==> src/rtl/sar3w_pkg.sv <==
package sar3w_pkg;
  typedef enum logic [1:0] {
    ST_IDLE  = 2'd0,
    ST_CONV  = 2'd1,
    ST_ENWT  = 2'd2,
    ST_SHIFT = 2'd3
  } sar3w_state_t;
endpackage

==> src/rtl/sar3w_gate.sv <==
// Spacing timer: blocks new starts until cycle_time cycles after the last one.
module sar3w_gate #(
  parameter int TW = 16
) (
  input  logic          clk,
  input  logic          rst,
  input  logic          accept,
  input  logic [TW-1:0] cycle_time,
  output logic          ready
);
  logic [TW-1:0] left_q;

  always_ff @(posedge clk) begin
    if (rst) begin
      left_q <= '0;
    end else if (accept) begin
      left_q <= (cycle_time == '0) ? '0 : cycle_time - 1'b1;
    end else if (left_q != '0) begin
      left_q <= left_q - 1'b1;
    end
  end

  assign ready = (left_q == '0);
endmodule

==> src/rtl/sar3w_sck_gen.sv <==
// Serial clock pulse train: NPULSE pulses, high then low for half_period each.
module sar3w_sck_gen #(
  parameter int TW     = 16,
  parameter int NPULSE = 13
) (
  input  logic          clk,
  input  logic          rst,
  input  logic          launch,
  input  logic [TW-1:0] half_period,
  output logic          sck,
  output logic          sample_stb,
  output logic          last_stb
);
  localparam int PCW = $clog2(NPULSE + 1);

  logic [TW-1:0]  ph_q;
  logic [PCW-1:0] left_q;
  logic           sck_q;
  logic           act_q;
  logic [TW-1:0]  ph_load;
  logic           low_end;

  assign ph_load = (half_period == '0) ? '0 : half_period - 1'b1;
  assign low_end = act_q && !sck_q && (ph_q == '0);

  always_ff @(posedge clk) begin
    if (rst) begin
      ph_q   <= '0;
      left_q <= '0;
      sck_q  <= 1'b0;
      act_q  <= 1'b0;
    end else if (launch) begin
      ph_q   <= ph_load;
      left_q <= PCW'(NPULSE);
      sck_q  <= 1'b1;
      act_q  <= 1'b1;
    end else if (act_q) begin
      if (ph_q != '0) begin
        ph_q <= ph_q - 1'b1;
      end else if (sck_q) begin
        sck_q <= 1'b0;
        ph_q  <= ph_load;
      end else if (left_q == PCW'(1)) begin
        act_q <= 1'b0;
      end else begin
        left_q <= left_q - 1'b1;
        sck_q  <= 1'b1;
        ph_q   <= ph_load;
      end
    end
  end

  assign sck        = sck_q;
  assign sample_stb = low_end;
  assign last_stb   = low_end && (left_q == PCW'(1));
endmodule

==> src/rtl/sar3w_capture.sv <==
// Shift register filling MSB first, with a registered output word.
module sar3w_capture #(
  parameter int DATA_W = 14
) (
  input  logic              clk,
  input  logic              rst,
  input  logic              shift_en,
  input  logic              finish,
  input  logic              sdi,
  output logic [DATA_W-1:0] word
);
  logic [DATA_W-1:0] sh_q;
  logic [DATA_W-1:0] word_q;
  logic [DATA_W-1:0] sh_next;

  assign sh_next = {sh_q[DATA_W-2:0], sdi};

  always_ff @(posedge clk) begin
    if (rst) begin
      sh_q   <= '0;
      word_q <= '0;
    end else begin
      if (shift_en) sh_q <= sh_next;
      if (finish)   word_q <= sh_next;
    end
  end

  assign word = word_q;
endmodule

==> src/rtl/sar3w_host.sv <==
module sar3w_host
  import sar3w_pkg::*;
#(
  parameter int DATA_W = 14,
  parameter int TW     = 16
) (
  input  logic              clk,
  input  logic              rst,
  input  logic              start,
  input  logic [TW-1:0]     conv_cycles,
  input  logic [TW-1:0]     enable_delay,
  input  logic [TW-1:0]     half_period,
  input  logic [TW-1:0]     cycle_time,
  input  logic              sdi,
  output logic              cnv,
  output logic              sck,
  output logic              busy,
  output logic              sample_valid,
  output logic [DATA_W-1:0] sample_word
);
  localparam int NPULSE = DATA_W - 1;

  sar3w_state_t  state_q;
  logic [TW-1:0] tcnt_q;
  logic          cnv_q;
  logic          busy_q;
  logic          valid_q;
  logic          ready;
  logic          accept;
  logic          launch;
  logic          sample_stb;
  logic          last_stb;

  assign accept = (state_q == ST_IDLE) && start && ready;
  assign launch = (state_q == ST_ENWT) && (tcnt_q == '0);

  sar3w_gate #(.TW(TW)) u_gate (
    .clk        (clk),
    .rst        (rst),
    .accept     (accept),
    .cycle_time (cycle_time),
    .ready      (ready)
  );

  sar3w_sck_gen #(.TW(TW), .NPULSE(NPULSE)) u_sck (
    .clk         (clk),
    .rst         (rst),
    .launch      (launch),
    .half_period (half_period),
    .sck         (sck),
    .sample_stb  (sample_stb),
    .last_stb    (last_stb)
  );

  sar3w_capture #(.DATA_W(DATA_W)) u_cap (
    .clk      (clk),
    .rst      (rst),
    .shift_en (launch || sample_stb),
    .finish   (last_stb),
    .sdi      (sdi),
    .word     (sample_word)
  );

  always_ff @(posedge clk) begin
    if (rst) begin
      state_q <= ST_IDLE;
      tcnt_q  <= '0;
      cnv_q   <= 1'b0;
      busy_q  <= 1'b0;
      valid_q <= 1'b0;
    end else begin
      valid_q <= 1'b0;
      case (state_q)
        ST_IDLE: begin
          if (accept) begin
            state_q <= ST_CONV;
            cnv_q   <= 1'b1;
            busy_q  <= 1'b1;
            tcnt_q  <= (conv_cycles == '0) ? '0 : conv_cycles - 1'b1;
          end
        end
        ST_CONV: begin
          if (tcnt_q == '0) begin
            state_q <= ST_ENWT;
            cnv_q   <= 1'b0;
            tcnt_q  <= (enable_delay == '0) ? '0 : enable_delay - 1'b1;
          end else begin
            tcnt_q <= tcnt_q - 1'b1;
          end
        end
        ST_ENWT: begin
          if (tcnt_q == '0) state_q <= ST_SHIFT;
          else              tcnt_q  <= tcnt_q - 1'b1;
        end
        ST_SHIFT: begin
          if (last_stb) begin
            state_q <= ST_IDLE;
            busy_q  <= 1'b0;
            valid_q <= 1'b1;
          end
        end
        default: state_q <= ST_IDLE;
      endcase
    end
  end

  assign cnv          = cnv_q;
  assign busy         = busy_q;
  assign sample_valid = valid_q;
endmodule

==> config.mk <==
export PLATFORM = sky130hd
export DESIGN_NAME = sar3w_host
export DESIGN_NICKNAME = d
export VERILOG_FILES = /design/src/rtl/sar3w_pkg.sv /design/src/rtl/sar3w_gate.sv /design/src/rtl/sar3w_sck_gen.sv /design/src/rtl/sar3w_capture.sv /design/src/rtl/sar3w_host.sv
export SDC_FILE = /design/constraint.sdc
export NUM_CORES = 1
export LEC_CHECK = 0
export CORE_MARGIN = 3
export CORE_UTILIZATION = 60
export DETAILED_ROUTE_END_ITERATION = 6
export DONT_BUFFER_PORTS = 1
export PLACE_DENSITY_LB_ADDON = 0.12
export SETUP_SLACK_MARGIN = 0.5
export SYNTH_ARGS = -nofsm -noshare
export SYNTH_HDL_FRONTEND = slang
export SYNTH_SLANG_ARGS = --single-unit
export TNS_END_PERCENT = 100
==> constraint.sdc <==
create_clock -name clk -period 4.1 [get_ports clk]
set_clock_uncertainty 0.2 [all_clocks]
set_input_delay 0.205 -clock clk [delete_from_list [all_inputs] [get_ports clk]]
set_output_delay 0.205 -clock clk [all_outputs]
set_load 0.01 [all_outputs]
== Word-level counts from Yosys, hierarchy flattened ==
Index checks and enable logic that the tools add are counted.
Word-level totals
  input port bits: 68
  logic and storage cells: 111
  bits in registers: 86
Cells by class
  multiplexer cells: 40
  bitwise logic cells: 4
  $add $sub $neg: 8
  reduce and logical (&&, ||, !) cells: 33
  eq/ne operators: 13
Operators by type and width (count)
  2-to-1 mux 16 bit: 14
  zero test 16 bit: 7
  subtractor 16 x 1 -> 16 bit, second input constant: 7
  case mux 16 bit (3 select lines): 1
  nonzero test 16 bit: 2
  2-to-1 mux 4 bit: 5
  inequality test 2 bit, second input constant: 7
  2-to-1 mux 1 bit: 13
  AND reduction 4 bit: 3
  AND reduction 3 bit: 3
  2-to-1 mux 2 bit: 4
  case mux 2 bit (4 select lines): 1
  nonzero test 2 bit: 4
  logical AND 1 bit: 6
  == test 2 bit, second input constant: 2
  == test 4 x 1 -> 1 bit, second input constant: 1
  inequality test 4 x 2 -> 1 bit, second input constant: 1
  inverter 1 bit: 4
  case mux 1 bit (2 select lines): 2
  AND reduction 2 bit: 2
  OR reduction 2 bit: 2
  subtractor 4 x 1 -> 4 bit, second input constant: 1
  nonzero test 3 bit: 1
  == test 2 x 1 -> 1 bit, second input constant: 1
  4 further kinds: 4

== Logic depth before layout (Yosys ltp) ==
Gate-level depths: netlist of run 1.
  word-level depth: 7
  gate-level depth with buffers: 10
  depth with buffers taken out: 9

== Modules after synthesis ==
From an unflattened synthesis of run 1, not the netlist that was laid out.
Second synthesis, totals
  cell total of the unflattened synthesis: 717
  area total of the unflattened synthesis: 5992.0 um^2
Modules (own cells, without submodules)
  sar3w_host: cells each 270, area an instance 2057.0 um^2, instances 1, sequential area each 420.4 um^2
  sar3w_sck_gen: cells each 214, area an instance 1759.2 um^2, instances 1, sequential area each 440.4 um^2
  sar3w_gate: cells each 145, area an instance 1186.1 um^2, instances 1, sequential area each 320.3 um^2
  sar3w_capture: cells each 88, area an instance 989.7 um^2, instances 1, sequential area each 540.5 um^2

== Worst setup path before layout of run 1 ==
Ideal clock, no wire load.
  path type: flip-flop to flip-flop
  start: register u_gate.left_q[0]
  end: register tcnt_q[1]
  stages on the path, launching flop included: 10
  data required time: 3766 ps
  data arrival time: 2361 ps
  library setup time: 134 ps
  setup slack: 1405 ps
  period minus slack after synthesis: 2695 ps
  cell sequence: dfxtp_1 > inv_1 > ha_1 > or4b_2 > nor4_4 > a21boi_2 > or3_4 > buf_6 > nor3_2 > a211oi_2
Between the ends
  cells in the longest elaborated chain, start to end: 4
RTL lines
  from (decl): RTL line sar3w_gate.sv:11  | logic [TW-1:0] left_q;
  from (signal assigned): RTL line sar3w_gate.sv:17  | left_q <= (cycle_time == '0) ? '0 : cycle_time - 1'b1;
  from (signal assigned): RTL line sar3w_gate.sv:19  | left_q <= left_q - 1'b1;
  zero test 16 bit: RTL line sar3w_gate.sv:23  | assign ready = (left_q == '0);
  logical AND 1 bit: RTL line sar3w_host.sv:34  | assign accept = (state_q == ST_IDLE) && start && ready;
  inequality test 2 bit (no source line)
  AND reduction 3 bit (no source line)
  to (signal assigned): RTL line sar3w_host.sv:79  | tcnt_q <= (conv_cycles == '0) ? '0 : conv_cycles - 1'b1;
  to (signal assigned): RTL line sar3w_host.sv:86  | tcnt_q <= (enable_delay == '0) ? '0 : enable_delay - 1'b1;
  to (signal assigned): RTL line sar3w_host.sv:88  | tcnt_q <= tcnt_q - 1'b1;
  to (decl): RTL line sar3w_host.sv:24  | logic [TW-1:0] tcnt_q;
Every way passes these cells.
A chain may end at the register's enable or synchronous reset.

== Worst setup path in the final report of run 1 ==
  start: register u_gate.left_q[0]
  end: register tcnt_q[0]
Same word-level chain as after synthesis.

==> flow_summary.toml, run 1 <==
[drt]
drt_iter0_markers = 411
via_per_inst = 6.29
drt-total-wl_mm = 16.1
ant_nets = 0
vias = 5916
wl_per_cell_um = 17.2
first_pass_iters = 5
drc = 0

[synth]
synthFlopType = "dfxtp_1"
synth_common_cells = "nand2_1, dfxtp_1, nor2_1"
yosys_warnings = 0
syn_nets = 856
synth_area_leaders = "dfxtp_1, nand2_1, a21oi_1"
yosysTopAreaCell = "dfxtp_1"
syn_inst = 768
synth.most_common_cell = "nand2_1"
synth.distinct_cells = 71
yosysSeqAreaShare_pct = 29.2
syn-cell-area_um2 = 5900
synth_area_per_cell_um2 = 7.68
synth_edf_count = 0
ys_ff_latch = 86
async_flop_share_pct = 0
yosysTopAreaCellShare_pct = 29.2

[final_layout]
drive_gt1_share_pct = 9.00
postLayoutCellArea_um2 = 6670
diodes = 0
area.growth.synth_to_final_pct = 13.1
fin_nets = 894
n_fill_cell = 752
final_cells = 940

[outcome]
status = "complete, but fails checks"
violations = "hold timing"

[die]
io_pins = 86
initial_core_util_pct = 62.6
die_width_um = 105
dieArea_um2 = 11100
core-area_um2 = 9420
die_h_um = 105
core.rowCount = 35

[worst_setup_path]
reg2reg_depth = 10
startpoint_type = "flip-flop"
crit_path_end_kind = "flip-flop"
crit_required_ps = 4150
critPathKind = "reg -> reg"
cp_max_fo = 6
arrival_ps = 3560

[sta]
fin_tns_setup_ps = 0
max_freq_ghz = 0.285
timing.final.crit_period_ps = 3500
rsz0062_at_grt = "false"
layout_setup_ws_ps = 595
slew_violations = 0
hold_viol = 1
hold_slack_ps = -1.91
final.period_utilization_pct = 85.5
setup_viol = 0
tightest_slew_ps = 858
max-slew-margin-rel_pct = 42.6

[pwr]
power_leakage_uw = 0.00239
powerDensity_nw_per_um2 = 479
vdd_drop_max_v = 0.000241

[clock_tree]
cts.clk_slew.worst_paths_ps = 100
cts.sinks = 86
cts_root_buf = "clkbuf_8"
cts_buffer_depth = 2
cts_max_level = 3
worstSkewPairLatency_ps = 360
cts_tree = "done"
numCtsBuffers = 9

[placement]
port_buffers = 0
preCtsSetupSlack_ps = 1000
place_inst = 876
placed_area_um2 = 5970
gp_congestion = 0.922
hpwl_mm = 11.1

[global_route]
grt_max_degree = 69
antenna_found_initial = 0
grt.total_usage_pct = 28.3
grt_pass1_vias = 5510
grt_pass1_wl_mm = 26.1
grt_overflow = 0

[min_path]
whs_path_depth = 3
min-delay-path-class = "in -> reg"

[job]
cap_viol_max_count = 0
-- where the power goes --
part           total (uW)  switching [uW]  internal [uW]
sequential           1070             123            946
combinational        1470             846            626
clock                 652             355            297
total                3190            1320           1870
-- layer usage --
metal	up-vias	share of wire [%]	global-route usage [%]
li1	2885	-	-
met1	2760	43	36.7
met2	239	48	47.8
met3	32	6.9	4.57
met4	0	1.6	9.75
met5	-	0	0
-- cells in the final DEF, fill, tap and decap left out, types with 19 or more instances in the layout --
master | synthesis | routed
a21oi_1 | 66 | 66
dfxtp_1 | 86 | 86
dlygate4sd3_1 | 1 | 41
ha_1 | 20 | 19
inv_1 | 26 | 26
nand2_1 | 94 | 94
nand3_1 | 23 | 23
nor2_1 | 78 | 78
nor3_1 | 45 | 45
nor4_1 | 32 | 31
o21ai_0 | 34 | 34
xnor2_1 | 35 | 35
xor2_1 | 37 | 37
-- registers in the layout, indices dropped and copies added, names as in the netlist --
| name | count |
|---|---|
| u_cap.sh_q | 13 |
| u_sck.ph_q | 16 |
| u_gate.left_q | 16 |
| state_q | 2 |
| busy | 1 |
| u_sck.act_q | 1 |
| u_sck.sck | 1 |
| tcnt_q | 16 |
| sample_valid | 1 |
| u_cap.word | 14 |
| cnv | 1 |
| u_sck.left_q | 4 |
-- worst paths after layout --
check	from	slack, ps	endpoint
hold / removal	enable_delay[12]	-2	tcnt_q[12]
setup reg to reg	u_gate.left_q[0]	600	tcnt_q[0]
hold reg to reg	u_cap.sh_q[12]	260	u_cap.sh_q[12]
setup / recovery	u_gate.left_q[0]	600	tcnt_q[0]
-- cell type report --
type | instances | area, um^2 | share of cell area, %
Clock buffer | 9 | 124 | 1.86
Clock inverter | 7 | 86.3 | 1.29
Inverter | 26 | 97.6 | 1.46
Tap cell | 129 | 161 | 2.42
Multi-Input combinational cell | 627 | 3940 | 59.1
Sequential cell | 86 | 1720 | 25.8
Timing Repair Buffer | 56 | 541 | 8.10
-- cells by family (layout without fill, tap and decap cells) --
family          count (synthesis)  in the layout  synth area share (%)
mux                             7              7                  1.25
compound gates                183            183                  20.4
buf+inv                        55             98                  4.33
xor+xnor                       72             72                  10.7
simple gates                  345            345                  29.9
fa+ha+maj                      20             20                  4.24
flops                          86             86                  29.2
-- timing repair --
item,in CTS,in global routing
hold endpoints to repair,79,0
setup buffers,0,6
resized for setup,0,3
hold buffers,42,0
endpoints found under the setup margin,0,1
-- worst max-delay path, cell delays in order (launching register included) --
cell           delay [ps]
dfxtp_1               330
inv_1                 100
ha_2                  220
or4b_2                640
nor4_4                290
buf_4                 180
a21boi_2              110
or3_4                 460
a211oi_2              200
a211oi_2               70
dlygate4sd3_1         580
-- through the flow --
stage | util (%) | total power (uW)
after global routing | 70.8 | 3400
after CTS | 70.2 | 3110
after detailed placement | 63.4 | 2410
after global placement | 63.4 | 2370
final | 70.8 | 3190
after floorplan | - | 2190
Note: power is estimated with default switching activity, not from simulation.
==> inputs of run 2 (changes only) <==
--- a/config.mk
+++ b/config.mk
@@ -9,7 +9,7 @@
 export CORE_UTILIZATION = 60
 export DETAILED_ROUTE_END_ITERATION = 6
 export DONT_BUFFER_PORTS = 1
-export PLACE_DENSITY_LB_ADDON = 0.12
+export PLACE_DENSITY = 0.87
 export SETUP_SLACK_MARGIN = 0.5
 export SYNTH_ARGS = -nofsm -noshare
 export SYNTH_HDL_FRONTEND = slang
==> run 2 against run 1 <==
  * The run now ends clean
  * Sequential power about the same
  * Critical path depth increased by 1
  * Cell count is 0.64% higher
  * Global-route usage up 1.4 points
  * Critical endpoint is now u_gate.left_q[14]
==> flow_summary.toml, run 2 (synthesized netlist as in run 1, its figures left out) <==
[job]
cap_viol_max_count = 0

[die]
dieArea_um2 = 11100
core.rowCount = 35
io_pins = 86
die_width_um = 105
initial_core_util_pct = 62.6
core-area_um2 = 9420
die_h_um = 105

[placement]
place_inst = 876
hpwl_mm = 11.1
gp_congestion = 0.937
port_buffers = 0

[worst_setup_path]
cpMaxStageDelayCell = "or4b_2"
arrival_ps = 3530
path_cells = "inv_1, ha_1, or4b_2, nor4_4, buf_4, buf_4, nand3_1, buf_4, a211oi_1, dlygate4sd3_1, nor3_1"
cp_slowest_stage_delay_ps = 640
cp_max_fo = 13
reg2reg_from = "u_gate.left_q[0]"
crit_path_end_kind = "flip-flop"
critPathKind = "reg -> reg"
cp_common_cell = "buf_4"
crit_required_ps = 4160
startpoint_type = "flip-flop"
crit_start = "u_gate.left_q[0]"

[clock_tree]
cts_root_buf = "clkbuf_8"
worstSkewPairLatency_ps = 370
numCtsBuffers = 9
cts.clk_slew.worst_paths_ps = 100
cts.sinks = 86
cts_buffer_depth = 2
cts_max_level = 3
cts_tree = "done"

[pwr]
power_leakage_uw = 0.00242
powerDensity_nw_per_um2 = 476
vdd_drop_max_v = 0.000217

[sta]
timing.final.crit_period_ps = 3470
final.period_utilization_pct = 84.7
slew_violations = 0
setup_viol = 0
max-slew-margin-rel_pct = 37.7
max_freq_ghz = 0.288
hold_viol = 0
fin_tns_setup_ps = 0
tightest_slew_ps = 934
rsz0062_at_grt = "false"

[final_layout]
n_fill_cell = 749
diodes = 0
final_cells = 946
largest_registers = "tcnt_q: 16 flops, u_gate.left_q: 16 flops, u_sck.ph_q: 16 flops"
drive_gt1_share_pct = 9.18
fin_nets = 900
final_common_cell = "nand2_1"
area.growth.synth_to_final_pct = 13.8
final_cell_mix = "nand2_1, dfxtp_1, nor2_1, a21oi_1, nor3_1"

[drt]
wl_per_cell_um = 17.4
via_per_inst = 6.42
drt_iter0_markers = 359
drt-total-wl_mm = 16.4
vias = 6070
ant_nets = 0
first_pass_iters = 7
drc = 0

[global_route]
busiest_layer = "met2"
grtUsageMet1_pct = 36.8
use_met3_pct = 6.67
grt_overflow = 0
grt_max_degree = 69
grt_util_met2_pct = 50.0
antenna_found_initial = 0
grt.total_usage_pct = 29.7
grt_pass1_wl_mm = 27.6
grt_pass1_vias = 6022

[min_path]
min-delay-path-class = "in -> reg"
min_from = "cycle_time[10]"

[outcome]
status = "finished clean"
==> run 2: final timing paths <==
check | to | slack, ps | cells after the start
worst max-delay path | u_gate.left_q[14] | 630 | 11
worst min-delay path | u_gate.left_q[12] | 20 | 4
worst max register to register | u_gate.left_q[14] | 630 | 11
worst min register to register | u_cap.sh_q[12] | 270 | 2
==> run 2: where the power goes <==
| group | leakage, uW | switching [uW] | total, uW | internal (uW) |
|---|---|---|---|---|
| clock network | 0.0000970 | 362 | 601 | 239 |
| logic | 0.00162 | 873 | 1520 | 648 |
| registers | 0.000698 | 124 | 1070 | 946 |
| total | 0.00242 | 1360 | 3190 | 1830 |
==> run 2: layer usage <==
layer	part of all wire, %	vias up
met1	41	2835
met4	2.6	0
met5	0	-
li1	-	2882
met3	7.6	56
met2	49	297
==> run 2: layout make-up <==
cell class                      instances  area (um^2)  area share (%)
Multi-Input combinational cell        627         3940            58.7
Sequential cell                        86         1720            25.7
Timing Repair Buffer                   62          596            8.88
Tap cell                              129          161            2.41
Clock buffer                            9          124            1.85
Inverter                               26         97.6            1.45
Clock inverter                          7         72.6            1.08
==> run 2: timing repair <==
action                                  in CTS  in global routing
hold buffers                                45                  0
hold endpoints to repair                    79                  0
resized for setup                            0                  2
endpoints found under the setup margin       0                  2
buffers inserted                             0                  9
==> run 2: through the flow <==
| stage | hold slack, ps | power [uW] | cell area, um^2 | setup WS [ps] | utilization, % |
|---|---|---|---|---|---|
| after CTS | 7.30 | 3070 | 6630 | 558 | 70.4 |
| after global routing | 28.4 | 3390 | 6710 | 491 | 71.3 |
| after detailed placement | 87.3 | 2410 | 5970 | 943 | 63.4 |
| after floorplan | 145 | 2190 | 5900 | 1400 | - |
| final | 15.4 | 3190 | 6710 | 626 | 71.3 |
| after global placement | 82.0 | 2350 | 5970 | 1120 | 63.4 |
==> run 2: worst max-delay path: cells and delay by family, from the launching register on <==
kind | cells | cell delay, ps
AOI/OAI and AO/OA | 1 | 210
adders and majority gates | 1 | 240
buffers and inverters | 5 | 1210
and+or+nand+nor | 4 | 1180
DFF | 1 | 320
